`src/rtl/gpx_pkg.sv`:
```
package gpx_pkg;
    localparam int DATA_W    = 8;
    localparam int NUM_BANKS = 2;
    localparam int BANK_BITS = $clog2(NUM_BANKS);
    localparam int OFF_W     = 4;
    localparam int ADDR_W    = OFF_W + BANK_BITS;
    localparam int PIN_W     = DATA_W * NUM_BANKS;

    localparam logic [OFF_W-1:0] OFF_DIR  = 4'd0;
    localparam logic [OFF_W-1:0] OFF_POL  = 4'd1;
    localparam logic [OFF_W-1:0] OFF_IEN  = 4'd2;
    localparam logic [OFF_W-1:0] OFF_CMPV = 4'd3;
    localparam logic [OFF_W-1:0] OFF_CMPM = 4'd4;
    localparam logic [OFF_W-1:0] OFF_CFG  = 4'd5;
    localparam logic [OFF_W-1:0] OFF_PUP  = 4'd6;
    localparam logic [OFF_W-1:0] OFF_FLAG = 4'd7;
    localparam logic [OFF_W-1:0] OFF_SNAP = 4'd8;
    localparam logic [OFF_W-1:0] OFF_PORT = 4'd9;
    localparam logic [OFF_W-1:0] OFF_LAT  = 4'd10;

    localparam int CFG_CLR_SNAP = 0;
    localparam int CFG_ACT_HIGH = 1;
    localparam int CFG_OPEN_DRN = 2;
    localparam int CFG_MIRROR   = 6;
endpackage

```
`src/rtl/gpx_sync.sv`:
```
module gpx_sync #(
    parameter int W      = 16,
    parameter int STAGES = 2
) (
    input  logic         clk,
    input  logic         rst_n,
    input  logic [W-1:0] d_in,
    output logic [W-1:0] q_out
);
    logic [W-1:0] st_d [STAGES];
    logic [W-1:0] st_q [STAGES];

    always_comb begin
        st_d[0] = d_in;
        for (int i = 1; i < STAGES; i++) begin
            st_d[i] = st_q[i-1];
        end
    end

    generate
        for (genvar g = 0; g < STAGES; g++) begin : g_stage
            always_ff @(posedge clk or negedge rst_n) begin
                if (!rst_n) st_q[g] <= '0;
                else        st_q[g] <= st_d[g];
            end
        end
    endgenerate

    assign q_out = st_q[STAGES-1];
endmodule

```
`src/rtl/gpx_bank.sv`:
```
module gpx_bank
    import gpx_pkg::*;
#(
    parameter int W = DATA_W
) (
    input  logic             clk,
    input  logic             rst_n,
    input  logic             wr_en,
    input  logic [OFF_W-1:0] acc_off,
    input  logic [W-1:0]     wdata,
    input  logic             clr,
    input  logic [W-1:0]     pin_sync,
    output logic [W-1:0]     rd_data,
    output logic [W-1:0]     lat_out,
    output logic [W-1:0]     oe_out,
    output logic [W-1:0]     pup_out,
    output logic             pending
);
    typedef struct packed {
        logic [W-1:0] dir;
        logic [W-1:0] pol;
        logic [W-1:0] ien;
        logic [W-1:0] cmpv;
        logic [W-1:0] cmpm;
        logic [W-1:0] pup;
        logic [W-1:0] lat;
        logic [W-1:0] flag;
        logic [W-1:0] snap;
        logic [W-1:0] prev;
    } bank_st_t;

    bank_st_t r_d, r_q;
    logic [W-1:0] cur;
    logic [W-1:0] trig;
    logic [W-1:0] first;
    logic         hold;

    always_comb begin
        cur   = pin_sync ^ r_q.pol;
        trig  = r_q.ien & ((r_q.cmpm & (cur ^ r_q.cmpv)) | (~r_q.cmpm & (cur ^ r_q.prev)));
        first = trig & (~trig + 1'b1);
        hold  = (r_q.flag != '0) && !clr;

        r_d      = r_q;
        r_d.prev = cur;
        if (wr_en) begin
            case (acc_off)
                OFF_DIR:  r_d.dir  = wdata;
                OFF_POL:  r_d.pol  = wdata;
                OFF_IEN:  r_d.ien  = wdata;
                OFF_CMPV: r_d.cmpv = wdata;
                OFF_CMPM: r_d.cmpm = wdata;
                OFF_PUP:  r_d.pup  = wdata;
                OFF_PORT: r_d.lat  = wdata;
                OFF_LAT:  r_d.lat  = wdata;
                default:  ;
            endcase
        end
        if (!hold) begin
            if (trig != '0) begin
                r_d.flag = first;
                r_d.snap = cur;
            end else begin
                r_d.flag = '0;
            end
        end
    end

    always_ff @(posedge clk or negedge rst_n) begin
        if (!rst_n) begin
            r_q     <= '0;
            r_q.dir <= '1;
        end else begin
            r_q <= r_d;
        end
    end

    always_comb begin
        case (acc_off)
            OFF_DIR:  rd_data = r_q.dir;
            OFF_POL:  rd_data = r_q.pol;
            OFF_IEN:  rd_data = r_q.ien;
            OFF_CMPV: rd_data = r_q.cmpv;
            OFF_CMPM: rd_data = r_q.cmpm;
            OFF_PUP:  rd_data = r_q.pup;
            OFF_FLAG: rd_data = r_q.flag;
            OFF_SNAP: rd_data = r_q.snap;
            OFF_PORT: rd_data = cur;
            OFF_LAT:  rd_data = r_q.lat;
            default:  rd_data = '0;
        endcase
    end

    assign lat_out = r_q.lat;
    assign oe_out  = ~r_q.dir;
    assign pup_out = r_q.pup;
    assign pending = (r_q.flag != '0);


    flag_single_chk: assert property (@(posedge clk) disable iff (!rst_n)
        $onehot0(r_q.flag));


    frozen_until_clear_chk: assert property (@(posedge clk) disable iff (!rst_n)
        (r_q.flag != '0 && !clr) |=> ($stable(r_q.flag) && $stable(r_q.snap)));


    flag_enabled_only_chk: assert property (@(posedge clk) disable iff (!rst_n)
        (r_q.flag != '0 && r_q.flag != $past(r_q.flag)) |-> ((r_q.flag & ~$past(r_q.ien)) == '0));
endmodule

```
`src/rtl/gpx_irq_drv.sv`:
```
module gpx_irq_drv (
    input  logic clk,
    input  logic rst_n,
    input  logic active,
    input  logic act_high,
    input  logic open_drain,
    output logic drv_out,
    output logic drv_oe
);
    always_comb begin
        if (open_drain) begin
            drv_out = 1'b0;
            drv_oe  = active;
        end else begin
            drv_oe  = 1'b1;
            drv_out = active ? act_high : ~act_high;
        end
    end


    od_never_high_chk: assert property (@(posedge clk) disable iff (!rst_n)
        open_drain |-> (!drv_out && (drv_oe == active)));


    pp_always_driven_chk: assert property (@(posedge clk) disable iff (!rst_n)
        !open_drain |-> (drv_oe && (drv_out == (active == act_high))));
endmodule

```
`src/rtl/gpio_ioc_core.sv`:
```
module gpio_ioc_core
    import gpx_pkg::*;
#(
    parameter int SYNC_STAGES = 2
) (
    input  logic              clk,
    input  logic              rst_n,
    input  logic [ADDR_W-1:0] bus_addr,
    input  logic [DATA_W-1:0] bus_wdata,
    input  logic              bus_we,
    input  logic              bus_re,
    output logic [DATA_W-1:0] bus_rdata,
    input  logic [PIN_W-1:0]  pin_in,
    output logic [PIN_W-1:0]  pin_out,
    output logic [PIN_W-1:0]  pin_oe,
    output logic [PIN_W-1:0]  pin_pu,
    output logic [NUM_BANKS-1:0] irq_out,
    output logic [NUM_BANKS-1:0] irq_oe
);
    localparam logic [ADDR_W-1:0] LAST_ADDR = ADDR_W'((int'(OFF_LAT) + 1) * NUM_BANKS - 1);

    typedef struct packed {
        logic [DATA_W-1:0] cfg;
        logic [DATA_W-1:0] rdata;
    } top_st_t;

    top_st_t s_d, s_q;

    logic [OFF_W-1:0]     off;
    logic [BANK_BITS-1:0] bsel;
    logic                 addr_ok;
    logic [OFF_W-1:0]     clr_off;
    logic [PIN_W-1:0]     pin_sync;
    logic [DATA_W-1:0]    bank_rd [NUM_BANKS];
    logic [NUM_BANKS-1:0] bank_wr;
    logic [NUM_BANKS-1:0] bank_clr;
    logic [NUM_BANKS-1:0] bank_pend;
    logic [NUM_BANKS-1:0] irq_act;

    assign off     = bus_addr[ADDR_W-1:BANK_BITS];
    assign bsel    = bus_addr[BANK_BITS-1:0];
    assign addr_ok = (bus_addr <= LAST_ADDR);
    assign clr_off = s_q.cfg[CFG_CLR_SNAP] ? OFF_SNAP : OFF_PORT;

    gpx_sync #(.W(PIN_W), .STAGES(SYNC_STAGES)) u_sync (
        .clk   (clk),
        .rst_n (rst_n),
        .d_in  (pin_in),
        .q_out (pin_sync)
    );

    generate
        for (genvar b = 0; b < NUM_BANKS; b++) begin : g_bank
            assign bank_wr[b]  = bus_we && addr_ok && (int'(bsel) == b) && (off != OFF_CFG);
            assign bank_clr[b] = bus_re && addr_ok && (int'(bsel) == b) && (off == clr_off);

            gpx_bank #(.W(DATA_W)) u_bank (
                .clk      (clk),
                .rst_n    (rst_n),
                .wr_en    (bank_wr[b]),
                .acc_off  (off),
                .wdata    (bus_wdata),
                .clr      (bank_clr[b]),
                .pin_sync (pin_sync[b*DATA_W +: DATA_W]),
                .rd_data  (bank_rd[b]),
                .lat_out  (pin_out[b*DATA_W +: DATA_W]),
                .oe_out   (pin_oe[b*DATA_W +: DATA_W]),
                .pup_out  (pin_pu[b*DATA_W +: DATA_W]),
                .pending  (bank_pend[b])
            );

            assign irq_act[b] = s_q.cfg[CFG_MIRROR] ? (|bank_pend) : bank_pend[b];

            gpx_irq_drv u_irq (
                .clk        (clk),
                .rst_n      (rst_n),
                .active     (irq_act[b]),
                .act_high   (s_q.cfg[CFG_ACT_HIGH]),
                .open_drain (s_q.cfg[CFG_OPEN_DRN]),
                .drv_out    (irq_out[b]),
                .drv_oe     (irq_oe[b])
            );
        end
    endgenerate

    always_comb begin
        s_d = s_q;
        if (bus_we && addr_ok && off == OFF_CFG) begin
            s_d.cfg = bus_wdata;
        end
        if (bus_re) begin
            if (!addr_ok)            s_d.rdata = '0;
            else if (off == OFF_CFG) s_d.rdata = s_q.cfg;
            else                     s_d.rdata = bank_rd[bsel];
        end
    end

    always_ff @(posedge clk or negedge rst_n) begin
        if (!rst_n) s_q <= '0;
        else        s_q <= s_d;
    end

    assign bus_rdata = s_q.rdata;


    bad_addr_read_zero_chk: assert property (@(posedge clk) disable iff (!rst_n)
        (bus_re && !addr_ok) |=> (bus_rdata == '0));


    mirror_equal_chk: assert property (@(posedge clk) disable iff (!rst_n)
        s_q.cfg[CFG_MIRROR] |-> (irq_out[0] == irq_out[1] && irq_oe[0] == irq_oe[1]));
endmodule

```
`config.mk`:
```
export PLATFORM = sky130hd
export DESIGN_NAME = gpio_ioc_core
export DESIGN_NICKNAME = d
export VERILOG_FILES = /design/src/rtl/gpx_pkg.sv /design/src/rtl/gpx_sync.sv /design/src/rtl/gpx_bank.sv /design/src/rtl/gpx_irq_drv.sv /design/src/rtl/gpio_ioc_core.sv
export SDC_FILE = /design/constraint.sdc
export NUM_CORES = 1
export LEC_CHECK = 0
export ABC_AREA = 1
export BUFFER_PORTS_ARGS = -buffer_cell sky130_fd_sc_hd__buf_2
export CORE_MARGIN = 1
export CORE_UTILIZATION = 60
export DETAILED_ROUTE_END_ITERATION = 8
export GPL_TIMING_DRIVEN = 0
export PLACE_DENSITY = 0.89
export SYNTH_ARGS = -nofsm -noshare
export SYNTH_HDL_FRONTEND = slang
export SYNTH_HIERARCHICAL = 1
export SYNTH_SLANG_ARGS = --single-unit
```
`constraint.sdc`:
```
create_clock -name clk -period 1.8 [get_ports clk]
set_input_delay 0.36 -clock clk [delete_from_list [all_inputs] [get_ports clk]]
set_output_delay 0.36 -clock clk [all_outputs]
set_load 0.02 [all_outputs]
```
### Word level (Yosys, flattened, before mapping)

Index checks and enable logic that the tools add are counted.

* register bits after elaboration: 208
* latch bits: 0
* memory bits (writable): 0
* memory bits (read-only): 0
* output and inout bits: 60
* logic and storage cells: 123
* memories kept: 0

* add/subtract/negate cells: 2
* multipliers: 0
* div/mod/pow operators: 0
* order comparisons: 2
* equality and inequality tests: 12
* shift-type cells: 0
* muxes and demuxes: 18
* bitwise logic cells: 27
* reductions and logical operators: 38

Operator list (number)
* $pmux W8 S10: 2
* $and A8 B8 Y8: 8
* $mux W8: 7
* $not A8 Y8: 6
* $xor A8 B8 Y8: 6
* $reduce_and A2 Y1: 16
* $reduce_bool A8 Y1: 4
* $add A8 B1 Y8 const B: 2
* $eq A4 B3 Y1 const B: 4
* $or A8 B8 Y8: 2
* $logic_and A1 B1 Y1: 13
* $eq A4 B4 Y1 const B: 3
* $mux W1: 9
* $eq A4 B2 Y1 const B: 2
* $le A5 B5 Y1 const B: 1
* $eq A4 B1 Y1 const B: 1
* $eq A4 B4 Y1: 1
* $logic_not A4 Y1: 1
* $ne A4 B3 Y1 const B: 1
* $not A1 Y1: 4
* $reduce_or A2 Y1: 2
* $ge A2 B2 Y1 const B: 1
* $logic_not A1 Y1: 2
* $not A1 Y2: 1

### Longest topological paths before layout

* word-level depth: 9
* mapped depth: 15
* depth with buffers taken out: 14

### Hierarchy

The synthesis kept the hierarchy.

By module, submodules not included
* gpx_bank: instances 2, cells each 575, area each 4380.5 µm², seq. area each 2011.9 µm²
* gpio_ioc_core: instances 1, cells each 156, area each 1049.8 µm², seq. area each 400.4 µm²
* gpx_sync: instances 1, cells each 32, area each 800.8 µm², seq. area each 800.8 µm²
* gpx_irq_drv: instances 2, cells each 7, area each 26.3 µm², seq. area each 0.0 µm²

### Worst setup path after synthesis

Ideal clock, no wire load.

* path kind: input port to flip-flop
* start point: in bus_addr[4]
* end point: reg g_bank[0].u_bank/r_q[47] (netlist bit)
* library setup time: 0.130 ns
* arrival time: 2.258 ns
* path slack: -0.588 ns
* stages on the path: 8
* cell sequence: buf_4 -> nand3_1 -> nand3_1 -> nor3_1 -> nand2_2 -> buf_2 -> nand2_1 -> o21ai_0

* word-level cells in the longest chain between the ends: 5
* elaborated cells on any way between the ends: 7
* those cells by class: order compare (1); eq/ne (2); reduce/logical (4)

RTL lines
* start, declared: RTL line gpio_ioc_core.sv:8 `input logic [ADDR_W-1:0] bus_addr,`
* $le A5 B5 Y1: RTL line gpio_ioc_core.sv:42 `assign addr_ok = (bus_addr <= LAST_ADDR);`
* $logic_and A1 B1 Y1 (2 in a row): RTL line gpio_ioc_core.sv:54 `assign bank_wr[b] = bus_we && addr_ok && (int'(bsel) == b) && (off != OFF_CFG);`
* $logic_and A1 B1 Y1 (*): RTL line gpio_ioc_core.sv:54
* net bank_wr[0]: RTL line gpio_ioc_core.sv:35 `logic [NUM_BANKS-1:0] bank_wr;`
* $reduce_and A2 Y1 (no line) (*)
* end signal, assigned: RTL line gpx_bank.sv:74 `r_q <= r_d;`
* end, declared: RTL line gpx_bank.sv:32 `bank_st_t r_d, r_q;`

The timed path passes the listed nets; every way through them passes the cells marked *.
A chain may end at the register's enable or synchronous reset.

### Worst setup path in the final report

* start point: reg g_bank[0].u_bank/r_q[16] (netlist bit)
* end point: out irq_out[0]

* word-level cells in the longest chain between the ends: 5

RTL lines
* $reduce_bool A8 Y1 (*): RTL line gpx_bank.sv:97 `assign pending = (r_q.flag != '0);`
* net bank_pend[0]: RTL line gpio_ioc_core.sv:37 `logic [NUM_BANKS-1:0] bank_pend;`
* $reduce_or A2 Y1: RTL line gpio_ioc_core.sv:72 `assign irq_act[b] = s_q.cfg[CFG_MIRROR] ? (|bank_pend) : bank_pend[b];`
* $mux W1 (*): RTL line gpio_ioc_core.sv:72
* net irq_act[0]: RTL line gpio_ioc_core.sv:38 `logic [NUM_BANKS-1:0] irq_act;`
* $mux W1 (*): RTL line gpx_irq_drv.sv:16 `drv_out = active ? act_high : ~act_high;`
* $mux W1 (*): RTL line gpx_irq_drv.sv:11 `if (open_drain) begin`
* end, declared: RTL line gpio_ioc_core.sv:17 `output logic [NUM_BANKS-1:0] irq_out,`

Marks and branches as above.

==> flow_summary.toml <==
[status]
status = "finished with violations"
violations = "setup timing"

[layout]
n_fill_cell = 1238
diodes = 0
area_delta_synth_final_pct = 18.8
layout-drive-gt1-share_pct = 24.8
final_common_cell = "nand2_1"
instances_no_fill = 1747
register_area_mm2 = 0.00523
final_core_util_pct = 73.2
multi_input_area_mm2 = 0.00443
nets = 1540
layout_common_cells = "486 x nand2_1, 192 x dfrtp_1, 118 x inv_1"

[drt]
wl_per_cell_um = 17.6
dr.pass1.iters = 6
ant_nets = 0
num_vias = 10100
drt-initial-drc-count = 1115
drc = 0
wirelength_um = 30800
via_per_inst = 5.76

[logic_synthesis]
synth_top_cell_by_area = "dfrtp_1"
synth_top_cell_area_share_pct = 45.1
syn_area_mm2 = 0.0107
ys_ff_latch = 208
yosysSeqAreaShare_pct = 49.0
yosys_warnings = 6
syn_inst = 1352
syn_avg_cell_area_um2 = 7.89
synth.distinct_cells = 35
yosys-top-cells-area = "dfrtp_1 45%, nand2_1 17%, inv_1 4.9%"
synth_fp_nets = 1385

[clocking]
clk_pin_slew_ps = 60
cts_buffers = 22
clock_path_buffers = 3
cts_tree = "built"
htreeDepth = 1
cts_root_buffer = "clkbuf_16"
clk_latency_ps = 510
cts_sinks = 208

[global_routing]
grtUsageTotal_pct = 34.2
grt_overflow = 0
grt_max_degree = 111
antenna_found_initial = 0
first_global_vias = 9262
grt_pass1_wl_um = 48000

[floorplan]
die_area_mm2 = 0.0183
core_mm2 = 0.0173
die_w_um = 135
start_util_pct = 61.7
die_h_um = 135
core.rowCount = 48
io_pins = 93

[setup_path]
critPathCaptureType = "primary output"
cp-startpoint = "g_bank[0].u_bank/r_q[16]"
cp_max_fo = 3
crit_arrival_ps = 1820
r2r_setup_slack_ps = 70
ff2ff_path_depth = 11
crit_end = "irq_out[0]"
critical_path_class = "reg -> out"
rr_startpoint = "g_bank[0].u_bank/r_q[67]"
startpoint_type = "flop"
required_ps = 1440
r2r_end = "g_bank[0].u_bank/r_q[13]"

[worst_hold_path]
worst_hold_path_type = "in -> reg"
whs_path_depth = 3
hp-start = "bus_wdata[3]"

[timing]
relSlewSlack_pct = 48.5
fmax_ghz = 0.458
setup_violations = 4
final_hold_viol_count = 0
layout_setup_ws_ps = -384
fin_worst_skew_ps = 9.62
slew_viol_final = 0
period_share_pct = 121
worst_pin_slew_ps = 773
fin_crit_ps = 2180
rsz0062_at_grt = "yes"

[run]
max_cap_violations = 0

[placed_design]
place_hpwl_um = 21700
place.gp.congestion = 1.02
place_inst = 1670
port_buffers = 92

[power]
powerDensity_mw_per_mm2 = 1110
p_leak_uw = 0.00659
p_total_uw = 14100
vdd_drop_max_mv = 0.895
-- worst min path at each step --
stage                            end  slack [ps]
floorplan               bus_rdata[0]          60
global placement     u_sync/q_out[6]         330
detailed placement  u_sync/q_out[11]         330
CTS                          s_q[11]         110
global route                 s_q[11]         130
finish                       s_q[11]         120
-- flip-flops by register name, summed over array words and instances, names as in the netlist --
register               cells
u_sync/st_d               16
g_bank.u_bank/r_q        128
g_bank.u_bank/pup_out     16
s_q                        8
g_bank.u_bank/lat_out     16
bus_rdata                  8
u_sync/q_out              16
-- cells by family after synthesis --
| group | share of synthesized area, % |
|---|---|
| and+or+nand+nor | 27.3 |
| xor gates and xnor gates | 0.246 |
| DFF | 49.0 |
| buffers and inverters | 10.3 |
| AOI/OAI and AO/OA | 13.1 |
-- power by group --
| part | internal [uW] | switching (uW) | leakage [uW] |
|---|---|---|---|
| registers | 5480 | 640 | 0.00261 |
| logic | 1260 | 2090 | 0.00361 |
| clock network | 2800 | 1860 | 0.000367 |
| total | 9530 | 4580 | 0.00659 |
-- layer usage --
metal	vias up	track usage, %	wire length [um]
met2	635	52.2	13600
met5	-	0	0
met4	0	15.3	1480
met1	4710	46.7	12200
met3	127	7.74	3520
li1	4599	-	-
-- final cells by class --
cell class	count	area share (%)
Timing Repair Buffer	131	6.92
Buffer	64	3.69
Inverter	167	5.00
Clock inverter	5	0.435
Multi-Input combinational cell	913	35.0
Sequential cell	208	41.3
Clock buffer	34	5.50
Tap cell	225	2.22
-- Yosys cell counts --
cell       number
o22ai_1         6
a31oi_1         2
dfrtp_1       192
o21ai_1        84
nand4_1         6
o2111ai_1      12
o21ai_0        70
inv_4           2
buf_2          15
nand2_4         9
nand3_1        78
nor2_8          2
dfstp_2        16
a21oi_1        42
buf_6           6
a21oi_4         1
nor2_2          9
o211ai_4        2
clkinv_1        2
or2_2           2
nor2_1         26
o21bai_1        4
buf_4          43
o21ai_2        16
clkinv_2        1
nor3_1          3
xnor2_1         2
xor2_1          1
inv_1         139
inv_2          23
nand2_1       490
nand2_2        29
nor2_4         10
a221oi_1        4
nand3_2         3
-- through the flow --
step	instance area [um^2]	hold slack, ps	setup WS [ps]	setup TNS [ps]
6_report	12700	125	-384	-1310
5_1_grt	12700	128	-501	-1750
4_1_cts	12500	113	-345	-1150
3_5_place_dp	11500	335	-600	-62570
3_3_place_gp	11400	332	-3080	-673850
2_1_floorplan	10700	64.4	0.120	0
-- critical path: stages, from the launching register on --
cell	delay [ps]
dfrtp_1	370
inv_2	70
nand4_1	120
nor2_2	180
inv_2	60
inv_2	70
o21ai_2	60
inv_2	70
nand2_1	50
nand2_1	70
nor2_1	50
buf_4	150
-- repair_timing --
action,CTS,global route
pin swaps,9,13
hold buffers,17,0
gates cloned,0,0
endpoints found under the setup margin,35,30
endpoints found under the hold margin,114,0
buffers inserted,9,12
resized for setup,23,27
Power figures use the tool's default switching activity.
